### config.mk
export PLATFORM = sky130hd
export DESIGN_NAME = shared_coef_rom
export DESIGN_NICKNAME = d
export VERILOG_FILES = /design/src/rtl/shared_rom_pkg.sv /design/src/rtl/coef_dpram.sv /design/src/rtl/slot_scheduler.sv /design/src/rtl/result_collector.sv /design/src/rtl/shared_coef_rom.sv
export SDC_FILE = /design/constraint.sdc
export NUM_CORES = 1
export LEC_CHECK = 0
export BUFFER_PORTS_ARGS = -buffer_cell sky130_fd_sc_hd__buf_2
export CAP_MARGIN = 0
export CORE_UTILIZATION = 50
export CTS_CLUSTER_SIZE = 8
export DETAILED_ROUTE_END_ITERATION = 10
export GPL_TIMING_DRIVEN = 0
export PLACE_DENSITY = 0.71
export RECOVER_POWER = 25
export SKIP_CTS_REPAIR_TIMING = 1
export SLEW_MARGIN = 20
export SYNTH_ARGS = -nofsm -noshare
export SYNTH_HDL_FRONTEND = slang
export SYNTH_SLANG_ARGS = --single-unit
### constraint.sdc
create_clock -name clk -period 7.65 [get_ports clk]
set_input_delay 0.3825 -clock clk [delete_from_list [all_inputs] [get_ports clk]]
set_output_delay 0.3825 -clock clk [all_outputs]
set_load 0.005 [all_outputs]
### src/rtl/shared_rom_pkg.sv
`timescale 1ns/1ps
package shared_rom_pkg;
  // Arithmetic fill for the coefficient table
  function automatic logic [31:0] coef_value(input int unsigned idx,
                                             input int unsigned mul,
                                             input int unsigned ofs,
                                             input int unsigned width);
    logic [63:0] full;
    full = 64'(idx) * 64'(mul) + 64'(ofs);
    return 32'(full & ((64'd1 << width) - 64'd1));
  endfunction
endpackage

### src/rtl/coef_dpram.sv
`timescale 1ns/1ps
module coef_dpram #(
  parameter int ADDR_W   = 6,
  parameter int DATA_W   = 14,
  parameter int COEF_MUL = 347,
  parameter int COEF_OFS = 1021
) (
  input  logic              clk,
  input  logic [ADDR_W-1:0] addr_a,
  input  logic [ADDR_W-1:0] addr_b,
  output logic [DATA_W-1:0] word_a,
  output logic [DATA_W-1:0] word_b
);
  import shared_rom_pkg::*;
  localparam int DEPTH = 1 << ADDR_W;

  logic [DATA_W-1:0] mem [DEPTH];

  initial begin
    for (int i = 0; i < DEPTH; i++)
      mem[i] = DATA_W'(coef_value(i, COEF_MUL, COEF_OFS, DATA_W));
  end

  // registered read on both ports, block-RAM friendly
  always_ff @(posedge clk) begin
    word_a <= mem[addr_a];
    word_b <= mem[addr_b];
  end
endmodule

### src/rtl/slot_scheduler.sv
`timescale 1ns/1ps
module slot_scheduler #(
  parameter int N      = 8,
  parameter int K      = 4,
  parameter int ADDR_W = 6,
  parameter int SLOT_W = 2
) (
  input  logic                clk,
  input  logic                rst,
  input  logic                sys_en,
  input  logic [N*ADDR_W-1:0] req_addr,
  output logic [ADDR_W-1:0]   port_a_addr,
  output logic [ADDR_W-1:0]   port_b_addr,
  output logic [SLOT_W-1:0]   slot
);
  localparam logic [SLOT_W-1:0] LAST = SLOT_W'(K - 1);

  logic [SLOT_W-1:0] cnt_q;
  logic [ADDR_W-1:0] addr_q [N];
  logic [ADDR_W-1:0] src    [2*K];

  // slot 0 runs in the strobe cycle itself, later slots follow and saturate
  always_ff @(posedge clk) begin
    if (rst)             cnt_q <= LAST;
    else if (sys_en)     cnt_q <= SLOT_W'(1);
    else if (cnt_q != LAST) cnt_q <= cnt_q + SLOT_W'(1);
  end

  assign slot = sys_en ? '0 : cnt_q;

  // index capture on the strobe only
  always_ff @(posedge clk) begin
    if (rst) begin
      for (int j = 0; j < N; j++) addr_q[j] <= '0;
    end else if (sys_en) begin
      for (int j = 0; j < N; j++) addr_q[j] <= req_addr[j*ADDR_W +: ADDR_W];
    end
  end

  // slot 0 reads the live bus, later slots read the captured copy
  always_comb begin
    for (int j = 0; j < 2*K; j++) src[j] = '0;
    for (int j = 0; j < N; j++)
      src[j] = sys_en ? req_addr[j*ADDR_W +: ADDR_W] : addr_q[j];
  end

  assign port_a_addr = src[{slot, 1'b0}];
  assign port_b_addr = src[{slot, 1'b1}];
endmodule

### src/rtl/result_collector.sv
`timescale 1ns/1ps
module result_collector #(
  parameter int N      = 8,
  parameter int K      = 4,
  parameter int DATA_W = 14,
  parameter int SLOT_W = 2
) (
  input  logic                clk,
  input  logic                rst,
  input  logic                sys_en,
  input  logic [SLOT_W-1:0]   slot,
  input  logic [DATA_W-1:0]   word_a,
  input  logic [DATA_W-1:0]   word_b,
  output logic [N*DATA_W-1:0] rsp_data,
  output logic                rsp_valid
);
  logic [SLOT_W-1:0] tag_q;
  logic [DATA_W-1:0] gat [N];
  logic              primed_q;

  // table output in this cycle belongs to the slot issued one cycle earlier
  always_ff @(posedge clk) begin
    if (rst) tag_q <= SLOT_W'(K - 1);
    else     tag_q <= slot;
  end

  for (genvar s = 0; s < K; s++) begin : g_pair
    localparam int IA = 2*s;
    localparam int IB = 2*s + 1;
    if (s < K - 1) begin : g_held
      logic [DATA_W-1:0] h_a, h_b;
      always_ff @(posedge clk) begin
        if (rst) begin
          h_a <= '0;
          h_b <= '0;
        end else if (tag_q == SLOT_W'(s)) begin
          h_a <= word_a;
          h_b <= word_b;
        end
      end
      if (IA < N) begin : g_a
        assign gat[IA] = h_a;
      end
      if (IB < N) begin : g_b
        assign gat[IB] = h_b;
      end
    end else begin : g_live
      // last slot lands in the strobe cycle: bypass its holding stage
      if (IA < N) begin : g_a
        assign gat[IA] = word_a;
      end
      if (IB < N) begin : g_b
        assign gat[IB] = word_b;
      end
    end
  end

  always_ff @(posedge clk) begin
    if (rst) begin
      rsp_data  <= '0;
      rsp_valid <= 1'b0;
      primed_q  <= 1'b0;
    end else begin
      rsp_valid <= sys_en & primed_q;
      if (sys_en) primed_q <= 1'b1;
      if (sys_en && primed_q) begin
        for (int j = 0; j < N; j++) rsp_data[j*DATA_W +: DATA_W] <= gat[j];
      end
    end
  end
endmodule

### src/rtl/shared_coef_rom.sv
`timescale 1ns/1ps
module shared_coef_rom #(
  parameter int N        = 8,
  parameter int K        = 4,
  parameter int ADDR_W   = 6,
  parameter int DATA_W   = 14,
  parameter int COEF_MUL = 347,
  parameter int COEF_OFS = 1021
) (
  input  logic                clk,
  input  logic                rst,
  input  logic                sys_en,
  input  logic [N*ADDR_W-1:0] req_addr,
  output logic [N*DATA_W-1:0] rsp_data,
  output logic                rsp_valid
);
  localparam int SLOT_W = (K > 2) ? $clog2(K) : 1;

  // two ports times K slots bound the number of clients
  if (N > 2*K || K < 2 || K > 4 || N < 1) begin : g_bad_cfg
    $error("shared_coef_rom: need 2<=K<=4 and 1<=N<=2*K");
  end

  logic [ADDR_W-1:0] port_a_addr, port_b_addr;
  logic [DATA_W-1:0] word_a, word_b;
  logic [SLOT_W-1:0] slot;

  slot_scheduler #(.N(N), .K(K), .ADDR_W(ADDR_W), .SLOT_W(SLOT_W)) u_sched (
    .clk(clk), .rst(rst), .sys_en(sys_en), .req_addr(req_addr),
    .port_a_addr(port_a_addr), .port_b_addr(port_b_addr), .slot(slot)
  );

  coef_dpram #(.ADDR_W(ADDR_W), .DATA_W(DATA_W),
               .COEF_MUL(COEF_MUL), .COEF_OFS(COEF_OFS)) u_table (
    .clk(clk), .addr_a(port_a_addr), .addr_b(port_b_addr),
    .word_a(word_a), .word_b(word_b)
  );

  result_collector #(.N(N), .K(K), .DATA_W(DATA_W), .SLOT_W(SLOT_W)) u_gather (
    .clk(clk), .rst(rst), .sys_en(sys_en), .slot(slot),
    .word_a(word_a), .word_b(word_b),
    .rsp_data(rsp_data), .rsp_valid(rsp_valid)
  );
endmodule

* Word-level counts from Yosys, hierarchy flattened
Memories as Yosys holds them, arrays and structs flattened. A register that Yosys moved wholly into a read port is not among the register bits.
Cells that the tools add are included.
** Word-level totals
- Flip-flop bits (word level) :: 202
- Bits in writable memories :: 48
- Bits in read-only memories :: 896
- Input bits :: 51
- Word-level logic and storage cells :: 65
- Memories :: 2
** Operators by class
- $add $sub $neg :: 1
- Magnitude comparators :: 2
- Eq/ne operators :: 3
- Muxes and demuxes :: 30
- Bitwise gates (word level) :: 11
- Reductions and logical operators :: 4
** Memory list
- u_table.mem :: words 64, width 14, rd ports 2, clocked after memory_dff 2, write ports 0, RTL line coef_dpram.sv:17 : logic [DATA_W-1:0] mem [DEPTH];
- u_sched.addr_q :: words 8, width 6, rd ports 8, clocked after memory_dff 0, write ports 8, RTL line slot_scheduler.sv:19 : logic [ADDR_W-1:0] addr_q [N];
** Operators by type and width (count)
- two-way mux 6 bit :: 20
- binary-select mux 6 bit (select 3 bit) :: 2
- >= comparator 4 bit, second input constant :: 2
- NOT 3 -> 4 bit :: 2
- OR 1 bit :: 8
- two-way mux 2 bit :: 3
- two-way mux 1 bit :: 5
- adder 2 x 1 -> 2 bit, second input constant :: 1
- equality test 2 x 1 -> 1 bit, second input constant :: 1
- equality test 2 bit, second input constant :: 1
- zero test 2 bit :: 1
- inequality test 2 bit, second input constant :: 1
- nonzero test 2 bit :: 1
- OR reduction 2 bit :: 1
- bitwise AND 1 bit :: 1
- logical AND 1 bit :: 1

* Longest topological paths before layout
Gate-level depths: netlist (run 1).
- Word-level depth :: 5
- Depth in mapped cells :: 13
- Depth with buffers taken out :: 10

* Cells and area by module
Synthesis (run 1) repeated with hierarchy kept, for this count alone.
** Second synthesis, totals
- Cell total of the unflattened synthesis :: 1200
- Area total of the unflattened synthesis :: 12888.6 um^2
** Modules (own cells, without submodules)
- result_collector :: times used 1, cells each 677, area an instance 7795.0 um^2, sequential area each 4003.8 um^2
- coef_dpram :: times used 1, cells each 342, area an instance 2565.0 um^2, sequential area each 560.5 um^2
- slot_scheduler :: times used 1, cells each 181, area an instance 2528.7 um^2, sequential area each 1481.4 um^2

* Least setup slack after synthesis (run 1)
No wires, ideal clock.
- Path kind :: reg2reg
- Start point :: reg u_sched.cnt_q[0]
- End point :: reg u_table.word_a[6], read port of u_table.mem
- Library setup time :: 134 ps
- Arrival time :: 2872 ps
- Required time :: 7516 ps
- Path slack :: 4644 ps
- Cell stages (with the launch flop) :: 12
- Buffers on the path :: 3
- Clock period less this slack :: 3006 ps
- Path through :: dfxtp_1 > buf_6 > buf_6 > mux4_2 > mux2i_2 > ha_1 > clkbuf_1 > a21oi_1 > a21oi_1 > nor2b_1 > o21a_1 > or4_1
** On the way
- Word-level cells in the longest chain between the ends :: 5
** Ends and longest elaborated chain
- from (decl) :: RTL line slot_scheduler.sv:18 : logic [SLOT_W-1:0] cnt_q;
- from (signal assigned) :: RTL line slot_scheduler.sv:26 : else if (cnt_q != LAST) cnt_q <= cnt_q + SLOT_W'(1);
- two-way mux 2 bit :: RTL line slot_scheduler.sv:29 : assign slot = sys_en ? '0 : cnt_q;
- NOT 3 -> 4 bit (not written as such) :: RTL line slot_scheduler.sv:47 : assign port_a_addr = src[{slot, 1'b0}];
- binary-select mux 6 bit (select 3 bit) :: RTL line slot_scheduler.sv:47
- two-way mux 6 bit (not written as such) (2 in series) :: RTL line slot_scheduler.sv:47
- to (decl) :: RTL line coef_dpram.sv:11 : output logic [DATA_W-1:0] word_a,
Every way passes these cells. The select of a mux whose other input is x is not followed.
A chain may end at the register's enable or synchronous reset.

* Worst setup path after layout (run 1)
Same ends and word-level chain as after synthesis.

==> impl_metrics.py, run 1 <==
metrics = {
    "layout": {
        "antenna_cells": 0,
        "nets": 1663,
        "drive_gt1_frac": 0.142,
        "syn_to_final_growth_pct": 19.3,
    },
    "global_route": {
        "use_met1": 0.350,
        "grt_use_total": 0.269,
        "grt_busiest_layer": "met2",
        "grt_pass1_wl_um": 51600,
        "gr-usage-met2": 0.465,
        "antenna_found_initial": 0,
        "grt_overflow_total": 0,
        "grtUsageMet3": 0.0396,
        "grt_pass1_vias": 9943,
        "grt_max_degree": 50,
    },
    "critical_path": {
        "crit_path_start": "u_sched.cnt_q[0]$_SDFFE_PP1P_",
        "critical_path.cell_chain": "clkbuf_1 > buf_6 > mux4_2 > mux2i_2 > ha_1 > clkbuf_1 > a21oi_1 > a21oi_1 > nor2b_1 > o21a_1 > or4_1",
        "cp_max_fo": 10,
        "path_buf_inv": 3,
        "crit_end": "u_table.word_a[6]$_DFF_P_",
        "slowest_stage": "clkbuf_1",
        "worst-path-stages": 11,
        "crit_family": "buffers and inverters",
        "cp.arrival_ns": 4.53,
        "end_kind": "flip-flop",
        "worst_r2r_path_depth": 11,
        "rr_startpoint": "u_sched.cnt_q[0]$_SDFFE_PP1P_",
        "cpPeakStageDelay_ns": 0.67,
        "reg2reg_slack_ns": 3.50,
        "path_class": "flip-flop to flip-flop",
        "cp-start-kind": "flip-flop",
        "required_ns": 8.02,
        "worst_r2r_endpoint": "u_table.word_a[6]$_DFF_P_",
    },
    "synth": {
        "yosysMostFrequentCell": "nand2_1",
        "ys_ff_latch": 278,
        "yosysWarnings": 0,
        "synthCells": 1395,
        "synth_enable_flop_cells": 48,
        "synth_area_um2": 11700,
        "synth_flop_cell": "dfxtp_1",
        "async_flop_share": 0,
        "netlist_top_cells_count": "442 x nand2_1, 230 x dfxtp_1, 226 x a21oi_1",
        "yosysSeqAreaShare": 0.515,
        "synth.area.top_cells": "dfxtp_1 39%, nand2_1 14%, edfxtp_1 12%, a21oi_1 9.6%, clkbuf_1 2.6%",
        "synth_top_area_cell": "dfxtp_1",
        "synth_cell_types": 65,
        "syn_avg_cell_area_um2": 8.41,
        "syn_nets": 1459,
        "yosysTopAreaCellShare": 0.392,
    },
    "clock_tree": {
        "clk_pin_slew_ns": 0.05,
        "htree_levels": 2,
        "numCtsBuffers": 40,
        "clock-sinks": 278,
        "clk_latency_ns": 0.52,
        "cts_tree": "done",
        "clk_path_buf_depth": 3,
        "root_buffer": "clkbuf_16",
    },
    "place": {
        "dpl.hpwl_um": 23500,
        "gp_congestion": 0.942,
        "io_buffers": 162,
    },
    "timing": {
        "worst_slew_pin_slew_ns": 0.983,
        "maxSlewViolCount": 0,
        "finalHoldViolCount": 0,
        "fmax_mhz": 241,
        "tns_ns": 0,
        "clock_skew_ns": 0.0161,
        "period_share": 0.543,
        "finalSetupViolations": 0,
        "rsz0062_at_grt": "false",
        "finalWorstPathRequiredPeriod_ns": 4.15,
        "slew_headroom": 0.345,
    },
    "pwr": {
        "powerDensity_nw_per_um2": 281,
        "ir_drop_uv": 157,
        "power_mw": 3.94,
        "cellLeakagePower_nw": 5.41,
    },
    "hold_path": {
        "min_path_type": "primary input to flip-flop",
        "hold_depth": 2,
    },
    "floorplanning": {
        "die_area_um2": 24100,
        "rows": 55,
        "coreArea_um2": 22800,
        "io_pins": 164,
        "initial_core_util": 0.514,
        "fp.dieH_um": 155,
        "fp.dieW_um": 155,
    },
    "outcome": {
        "status": "finished clean",
    },
    "routing": {
        "ant_nets": 0,
        "viasPerCell": 5.50,
        "num_vias": 10600,
        "dr.pass1.iters": 5,
        "drc": 0,
        "wl_um": 32600,
        "routedWlPerCell_um": 17.0,
        "first_iter_violations": 1363,
    },
    "flow_run": {
        "cap_violations": 0,
    },
}
flip-flops by register name, summed over array words and instances, names as in the netlist:
register and cells:
u_gather.rsp_data 112, u_table.word_a 14, u_gather.primed_q 1, u_gather.rsp_valid 1, u_sched.cnt_q 2, u_table.word_b 14, u_gather.g_pair.g_held.h_b 42, u_gather.g_pair.g_held.h_a 42
u_sched.addr_q 48, u_gather.tag_q 2
power by group:
group	leakage, nW	internal, mW	switching (mW)	total (mW)
logic	2.49	0.229	0.392	0.621
registers	2.39	1.62	0.134	1.76
clock network	0.534	0.961	0.600	1.56
per-stage QoR:
stage / worst slack [ns] / cells / util / area (um^2) / hold slack (ns)
after floorplan: 4.64 / 1395 / - / 11700 / 0.432
after global placement: 3.97 / 1870 / 0.566 / 12900 / 0.438
after detailed placement: 4.09 / 1870 / 0.566 / 12900 / 0.442
after CTS: 4.07 / 1921 / 0.614 / 14000 / 0.129
after global routing: 3.25 / 1921 / 0.613 / 14000 / 0.133
final: 3.50 / 1921 / 0.613 / 14000 / 0.139
kinds of logic (layout without fill, tap and decap cells):
family                     Yosys count  count (layout)  share of synthesized area
DFF                                278             278                      0.515
AOI/OAI and AO/OA                  336             336                      0.165
muxes                               27              27                     0.0354
buffers and inverters              114             327                     0.0409
adders and majority gates           13              13                     0.0139
xor gates and xnor gates            11              11                    0.00885
and+or+nand+nor                    616             616                      0.220
per-layer routing:
metal,share of wire,vias to the layer above
met3,0.065,56
li1,-,5127
met1,0.43,4923
met5,0,-
met2,0.48,463
met4,0.019,0
worst min-delay path by stage:
| stage | startpoint | to | slack [ns] |
|---|---|---|---|
| 2_1_floorplan | u_gather.g_pair[0].g_held.h_a[0]$_SDFFE_PP0N_ | u_gather.rsp_data[0]$_SDFFE_PP0P_ | 0.43 |
| 3_3_place_gp | u_gather.g_pair[0].g_held.h_a[4]$_SDFFE_PP0N_ | u_gather.rsp_data[4]$_SDFFE_PP0P_ | 0.44 |
| 3_5_place_dp | u_gather.g_pair[0].g_held.h_a[4]$_SDFFE_PP0N_ | u_gather.rsp_data[4]$_SDFFE_PP0P_ | 0.44 |
| 4_1_cts | req_addr[33] | u_sched.addr_q[1][9]$_SDFFCE_PN0P_ | 0.13 |
| 5_1_grt | req_addr[33] | u_sched.addr_q[1][9]$_SDFFCE_PN0P_ | 0.13 |
| 6_report | req_addr[33] | u_sched.addr_q[1][9]$_SDFFCE_PN0P_ | 0.14 |
placed cells by master (no fill, tap or decap), drive strengths merged, types with 2 or more instances in the layout:
cell type,netlist,layout
nand2,442,442
edfxtp,48,48
and2,42,42
nor3,17,17
xnor2,9,9
o21a,4,4
nand3,18,18
mux4,8,8
a21oi,226,226
o31ai,8,8
nor4,3,3
nor3b,3,3
o221ai,5,5
xor2,2,2
o21ai,27,27
a211oi,5,5
a21boi,4,4
or2,3,3
nand2b,11,11
nor2b,16,16
and3,2,2
inv,9,11
ha,13,13
buf,23,162
nor2,54,54
o221a,3,3
mux2i,19,19
dfxtp,230,230
o22ai,2,2
nand4,2,2
a221oi,3,3
a211o,3,3
a31oi,7,7
a22oi,6,6
o311ai,3,3
a32oi,3,3
a2bb2oi,2,2
o211ai,13,13
clkbuf,82,154
final cells by class:
class,instances,area [um^2]
fill,2095,8850
sequential,278,6050
multi-input combinational,1003,5210
clock buffer,49,1060
timing repair buffer,162,785
buffer,105,434
tap,313,392
clock inverter,2,40.0
inverter,9,33.8
No activity file was read; power rests on OpenSTA's default activity.
==> run 2, diff against run 1 <==
--- a/config.mk
+++ b/config.mk
@@ -5,13 +5,14 @@
 export SDC_FILE = /design/constraint.sdc
 export NUM_CORES = 1
 export LEC_CHECK = 0
+export ABC_AREA = 1
 export BUFFER_PORTS_ARGS = -buffer_cell sky130_fd_sc_hd__buf_2
 export CAP_MARGIN = 0
 export CORE_UTILIZATION = 50
 export CTS_CLUSTER_SIZE = 8
 export DETAILED_ROUTE_END_ITERATION = 10
 export GPL_TIMING_DRIVEN = 0
-export PLACE_DENSITY = 0.71
+export PLACE_DENSITY = 0.74
 export RECOVER_POWER = 25
 export SKIP_CTS_REPAIR_TIMING = 1
 export SLEW_MARGIN = 20
==> constraint.sdc (replaced) <==
create_clock -name clk -period 3.4 [get_ports clk]
set_input_delay 0.17 -clock clk [delete_from_list [all_inputs] [get_ports clk]]
set_output_delay 0.17 -clock clk [all_outputs]
set_load 0.005 [all_outputs]
==> impl_metrics.py, run 2 <==
metrics = {
    "timing": {
        "finalSetupViolations": 0,
        "slew_headroom": 0.503,
        "worst_slew_pin_slew_ns": 0.745,
        "finalHoldViolCount": 12,
        "rsz0062_at_grt": "false",
        "period_share": 0.806,
        "tns_ns": 0,
        "finalWorstPathRequiredPeriod_ns": 2.74,
        "fmax_mhz": 365,
        "worst_hold_slack_ns": -0.0433,
        "clock_skew_ns": 0.0284,
        "maxSlewViolCount": 0,
    },
    "critical_path": {
        "cp-start-kind": "flip-flop",
        "path_class": "flip-flop to flip-flop",
        "end_kind": "flip-flop",
        "required_ns": 3.81,
        "cp_max_fo": 10,
        "cp.arrival_ns": 3.15,
    },
    "pwr": {
        "pwr-share-clk": 0.381,
        "powerDensity_nw_per_um2": 641,
        "internal_power_mw": 6.48,
        "ir_drop_uv": 453,
        "swShare": 0.303,
        "cellLeakagePower_nw": 6.76,
        "pwr-share-comb": 0.184,
        "seq_power_share": 0.435,
        "power.switching_mw": 2.81,
    },
    "synth": {
        "synthCells": 1593,
        "synth_flop_cell": "dfxtp_1",
        "netlist_top_cells_count": "450 x nor2_1, 248 x nand2_1, 230 x dfxtp_1",
        "yosysTopAreaCellShare": 0.386,
        "synth_cell_types": 31,
        "syn_nets": 1657,
        "synth_area_um2": 11900,
        "ys_ff_latch": 278,
        "yosysWarnings": 0,
        "synth_top_area_cell": "dfxtp_1",
        "yosysMostFrequentCell": "nor2_1",
        "async_flop_share": 0,
        "syn_avg_cell_area_um2": 7.49,
        "synth_enable_flop_cells": 48,
        "synth.area.top_cells": "dfxtp_1 39%, nor2_1 14%, edfxtp_1 12%, nand2_1 7.8%, o21ai_0 7.7%",
        "yosysSeqAreaShare": 0.507,
    },
    "clock_tree": {
        "numCtsBuffers": 40,
        "root_buffer": "clkbuf_16",
        "clk_pin_slew_ns": 0.05,
        "htree_levels": 2,
        "cts_tree": "done",
        "clk_path_buf_depth": 3,
        "clock-sinks": 278,
        "clk_latency_ns": 0.54,
    },
    "flow_run": {
        "cap_violations": 0,
    },
    "layout": {
        "layout_commonest_cell": "nor2_1",
        "layout_common_cells": "450 x nor2_1, 248 x nand2_1, 230 x dfxtp_1, 183 x o21ai_0, 147 x nand3_1",
        "ff_latch_area_um2": 6050,
        "drive_gt1_frac": 0.126,
        "nets": 1895,
        "syn_to_final_growth_pct": 21.6,
        "antenna_cells": 0,
        "reg_top3": "u_gather.rsp_data: 112 flops, u_sched.addr_q: 48 flops",
        "multi_input_area_um2": 4990,
        "largest_reg_flops": 112,
        "top_register": "u_gather.rsp_data",
        "fill_cells": 2157,
    },
    "global_route": {
        "antenna_found_initial": 0,
        "grt_max_degree": 32,
        "grt_pass1_vias": 10500,
        "grt_overflow_total": 0,
        "grt_pass1_wl_um": 52500,
        "grt_use_total": 0.273,
    },
    "floorplanning": {
        "io_pins": 164,
        "fp.dieH_um": 156,
        "initial_core_util": 0.510,
        "coreArea_um2": 23400,
        "die_area_um2": 24500,
        "fp.dieW_um": 156,
        "rows": 56,
    },
    "routing": {
        "num_vias": 11200,
        "wl_um": 33900,
        "drc": 0,
        "dr.pass1.iters": 5,
        "viasPerCell": 5.20,
        "ant_nets": 0,
        "routedWlPerCell_um": 15.7,
        "first_iter_violations": 883,
    },
    "place": {
        "gp_congestion": 0.910,
        "io_buffers": 163,
        "dpl.hpwl_um": 24100,
    },
    "outcome": {
        "failed_checks": "negative hold slack",
        "status": "complete, but fails checks",
    },
    "hold_path": {
        "min_path_type": "primary input to flip-flop",
    },
}
-- run 2: per-layer routing --
metal,share of wire,vias up,track usage
li1,-,5546,-
met1,0.41,5101,0.338
met2,0.48,500,0.469
met3,0.077,78,0.0510
met4,0.032,0,0.110
met5,0,-,0
-- run 2: path summary, 6_finish.rpt --
path	slack (ns)	cells after the start	to	startpoint
hold reg to reg	0.46	2	u_gather.primed_q$_SDFFE_PP0P_	u_gather.primed_q$_SDFFE_PP0P_
setup / recovery	0.66	14	u_table.word_a[7]$_DFF_P_	u_sched.cnt_q[0]$_SDFFE_PP1P_
hold / removal	-0.04	3	u_sched.addr_q[0][17]$_SDFFCE_PN0P_	req_addr[17]
setup reg to reg	0.66	14	u_table.word_a[7]$_DFF_P_	u_sched.cnt_q[0]$_SDFFE_PP1P_
-- run 2: area by class of cell --
cell class | count | area share
flip-flops and latches | 278 | 0.417
multi-input cells | 1120 | 0.344
repair buffers | 196 | 0.0750
clock buffers | 48 | 0.0726
plain buffers | 91 | 0.0338
well taps | 319 | 0.0275
inverters | 104 | 0.0271
clock inverters | 2 | 0.00276
-- run 2: critical path, cell delays in order, from the launching register on --
cell      delay, ns
dfxtp_1        0.47
clkbuf_1       0.49
nand3_1        0.17
nand2_1        0.09
inv_1          0.04
nand2_1        0.05
nand2_1        0.17
ha_1           0.39
inv_1          0.06
nand2_1        0.25
nand2_1        0.15
nand2_1        0.11
nand3_1        0.07
nand3_1        0.07
nand2_1        0.06
-- run 2: per-stage QoR --
stage / std cells / utilization / power (mW) / setup slack, ns / area [um^2]
after floorplan: 1593 / - / 5.13 / 1.47 / 11900
after global placement: 2075 / 0.562 / 5.72 / 0.967 / 13100
after detailed placement: 2076 / 0.563 / 5.74 / 0.978 / 13200
after CTS: 2126 / 0.609 / 9.28 / 0.955 / 14300
after global routing: 2158 / 0.620 / 9.74 / 0.407 / 14500
final: 2158 / 0.620 / 9.29 / 0.658 / 14500
-- run 2: power groups by stage --
stage	Clock, mW	Sequential [mW]	Combinational, mW
after floorplan	0	3.95	1.17
after global placement	0	4.08	1.64
after detailed placement	0	4.09	1.66
after CTS	3.59	4.03	1.67
after global routing	3.75	4.06	1.93
final	3.54	4.05	1.71
-- run 2: cell families after synthesis --
logic type / after synthesis / share of synthesized area
flops: 278 / 0.507
xor+xnor: 2 / 0.00147
buf+inv: 195 / 0.0747
simple gates: 876 / 0.301
fa+ha+maj: 13 / 0.0136
compound gates: 229 / 0.102
==> run 3, diff against run 2 <==
==> constraint.sdc (replaced) <==
create_clock -name clk -period 2.25 [get_ports clk]
set_input_delay 0.1125 -clock clk [delete_from_list [all_inputs] [get_ports clk]]
set_output_delay 0.1125 -clock clk [all_outputs]
set_load 0.005 [all_outputs]
==> impl_metrics.py, run 3 (synthesized netlist as in run 2, its figures left out) <==
metrics = {
    "pwr": {
        "swShare": 0.302,
        "cellLeakagePower_nw": 7.10,
        "pwr-share-clk": 0.379,
        "internal_power_mw": 9.87,
        "ir_drop_uv": 679,
        "power_mw": 14.2,
        "power.switching_mw": 4.28,
        "pwr-share-comb": 0.190,
        "powerDensity_nw_per_um2": 952,
        "seq_power_share": 0.432,
    },
    "layout": {
        "syn_to_final_growth_pct": 24.6,
        "layout_commonest_cell": "nor2_1",
        "largest_reg_flops": 112,
        "nets": 1917,
        "layout_common_cells": "450 x nor2_1, 242 x nand2_1, 228 x dfxtp_1, 182 x o21ai_0, 177 x buf_2",
        "drive_gt1_frac": 0.165,
        "fill_cells": 2088,
        "ff_latch_area_um2": 6050,
        "multi_input_area_um2": 5050,
        "reg_top3": "u_gather.rsp_data: 112 flops, u_sched.addr_q: 48 flops",
        "top_register": "u_gather.rsp_data",
    },
    "clock_tree": {
        "cts_tree": "done",
        "htree_levels": 2,
        "clk_path_buf_depth": 3,
        "clock-sinks": 278,
        "clk_latency_ns": 0.54,
        "numCtsBuffers": 40,
        "root_buffer": "clkbuf_16",
        "clk_pin_slew_ns": 0.05,
    },
    "global_route": {
        "antenna_found_initial": 1,
        "grt_pass1_wl_um": 52500,
        "grt_overflow_total": 0,
        "grt_use_total": 0.273,
        "grt_pass1_vias": 10500,
        "grt_max_degree": 32,
    },
    "routing": {
        "dr.pass1.iters": 5,
        "num_vias": 11300,
        "first_iter_violations": 885,
        "viasPerCell": 5.19,
        "routedWlPerCell_um": 15.8,
        "wl_um": 34400,
        "drc": 0,
        "ant_nets": 0,
    },
    "hold_path": {
        "min_path_type": "primary input to flip-flop",
        "hold_path.startpoint": "sys_en",
    },
    "timing": {
        "finalWorstPathRequiredPeriod_ns": 2.13,
        "clock_skew_ns": 0.0284,
        "worst_slack_ns": 0.123,
        "worst_slew_pin_slew_ns": 0.642,
        "maxSlewViolCount": 0,
        "finalSetupViolations": 0,
        "fmax_mhz": 470,
        "slew_headroom": 0.572,
        "period_share": 0.945,
        "rsz0062_at_grt": "true",
        "finalHoldViolCount": 0,
    },
    "critical_path": {
        "critical_path.cell_chain": "nand2_4 > buf_8 > buf_8 > nand3_1 > nand2_2 > ha_1 > inv_1 > nand3_2 > nand3_1 > nand3_1 > nand3_1 > nand2_1",
        "end_kind": "flip-flop",
        "cpPeakStageDelay_ns": 0.36,
        "crit_path_start": "u_sched.cnt_q[1]$_SDFFE_PP1P_",
        "slowest_stage": "dfxtp_2",
        "cp.arrival_ns": 2.52,
        "required_ns": 2.65,
        "rr_startpoint": "u_sched.cnt_q[1]$_SDFFE_PP1P_",
        "path_class": "flip-flop to flip-flop",
        "path_buf_inv": 3,
        "crit_family": "simple AND/OR/NAND/NOR gates",
        "cp-start-kind": "flip-flop",
        "cp_max_fo": 10,
        "cpMostUsedCell": "nand3_1",
    },
    "floorplanning": {
        "fp.dieW_um": 156,
        "io_pins": 164,
        "die_area_um2": 24500,
        "rows": 56,
        "coreArea_um2": 23400,
        "fp.dieH_um": 156,
        "initial_core_util": 0.510,
    },
    "flow_run": {
        "cap_violations": 0,
    },
    "place": {
        "gp_congestion": 0.910,
        "dpl.hpwl_um": 24100,
        "dp_slack_ns": -0.172,
        "io_buffers": 163,
    },
    "outcome": {
        "status": "finished clean",
    },
}
-- run 3: worst min-delay path: stages --
cell and delay (ns):
buf_2 0.13, inv_4 0.08, buf_2 0.20, nand3_1 0.09, nand3_1 0.06
-- run 3: metal layers --
layer,share of wire,track usage
met5,0,0
met1,0.41,0.338
met4,0.032,0.110
met2,0.48,0.469
met3,0.074,0.0510
-- run 3: per-stage QoR --
stage / cells / setup TNS [ns] / hold slack, ns / area, um^2 / utilization
floorplan: 1593 / 0 / 0.185 / 11900 / -
global placement: 2075 / -7.49 / 0.398 / 13100 / 0.562
detailed placement: 2076 / -1.54 / 0.404 / 13200 / 0.563
CTS: 2126 / -1.81 / -0.157 / 14300 / 0.609
global route: 2181 / -0.0651 / 0.231 / 14900 / 0.635
finish: 2181 / 0 / 0.203 / 14900 / 0.635
-- run 3: path summary, 6_finish.rpt --
path | end | slack, ns | cells after the start
max reg2reg | u_table.word_a[5]$_DFF_P_ | 0.12 | 12
min reg2reg | u_gather.primed_q$_SDFFE_PP0P_ | 0.46 | 2
max | u_table.word_a[5]$_DFF_P_ | 0.12 | 12
min | u_sched.cnt_q[1]$_SDFFE_PP1P_ | 0.20 | 5
-- run 3: final cells by class --
type                    count  area share
flip-flops and latches    278       0.407
multi-input cells        1120       0.340
repair buffers            218      0.0919
clock buffers              48      0.0708
plain buffers              91      0.0342
well taps                 319      0.0268
inverters                 104      0.0266
clock inverters             2     0.00269
diodes                      1    0.000168
-- run 3: power by group through the flow --
stage                     Sequential [mW]  Clock (mW)  Combinational (mW)
final                                6.11        5.36                2.68
after detailed placement             6.18           0                2.50
after floorplan                      5.97           0                1.77
after CTS                            6.09        5.42                2.52
after global placement               6.17           0                2.48
after global routing                 6.14        5.67                3.03
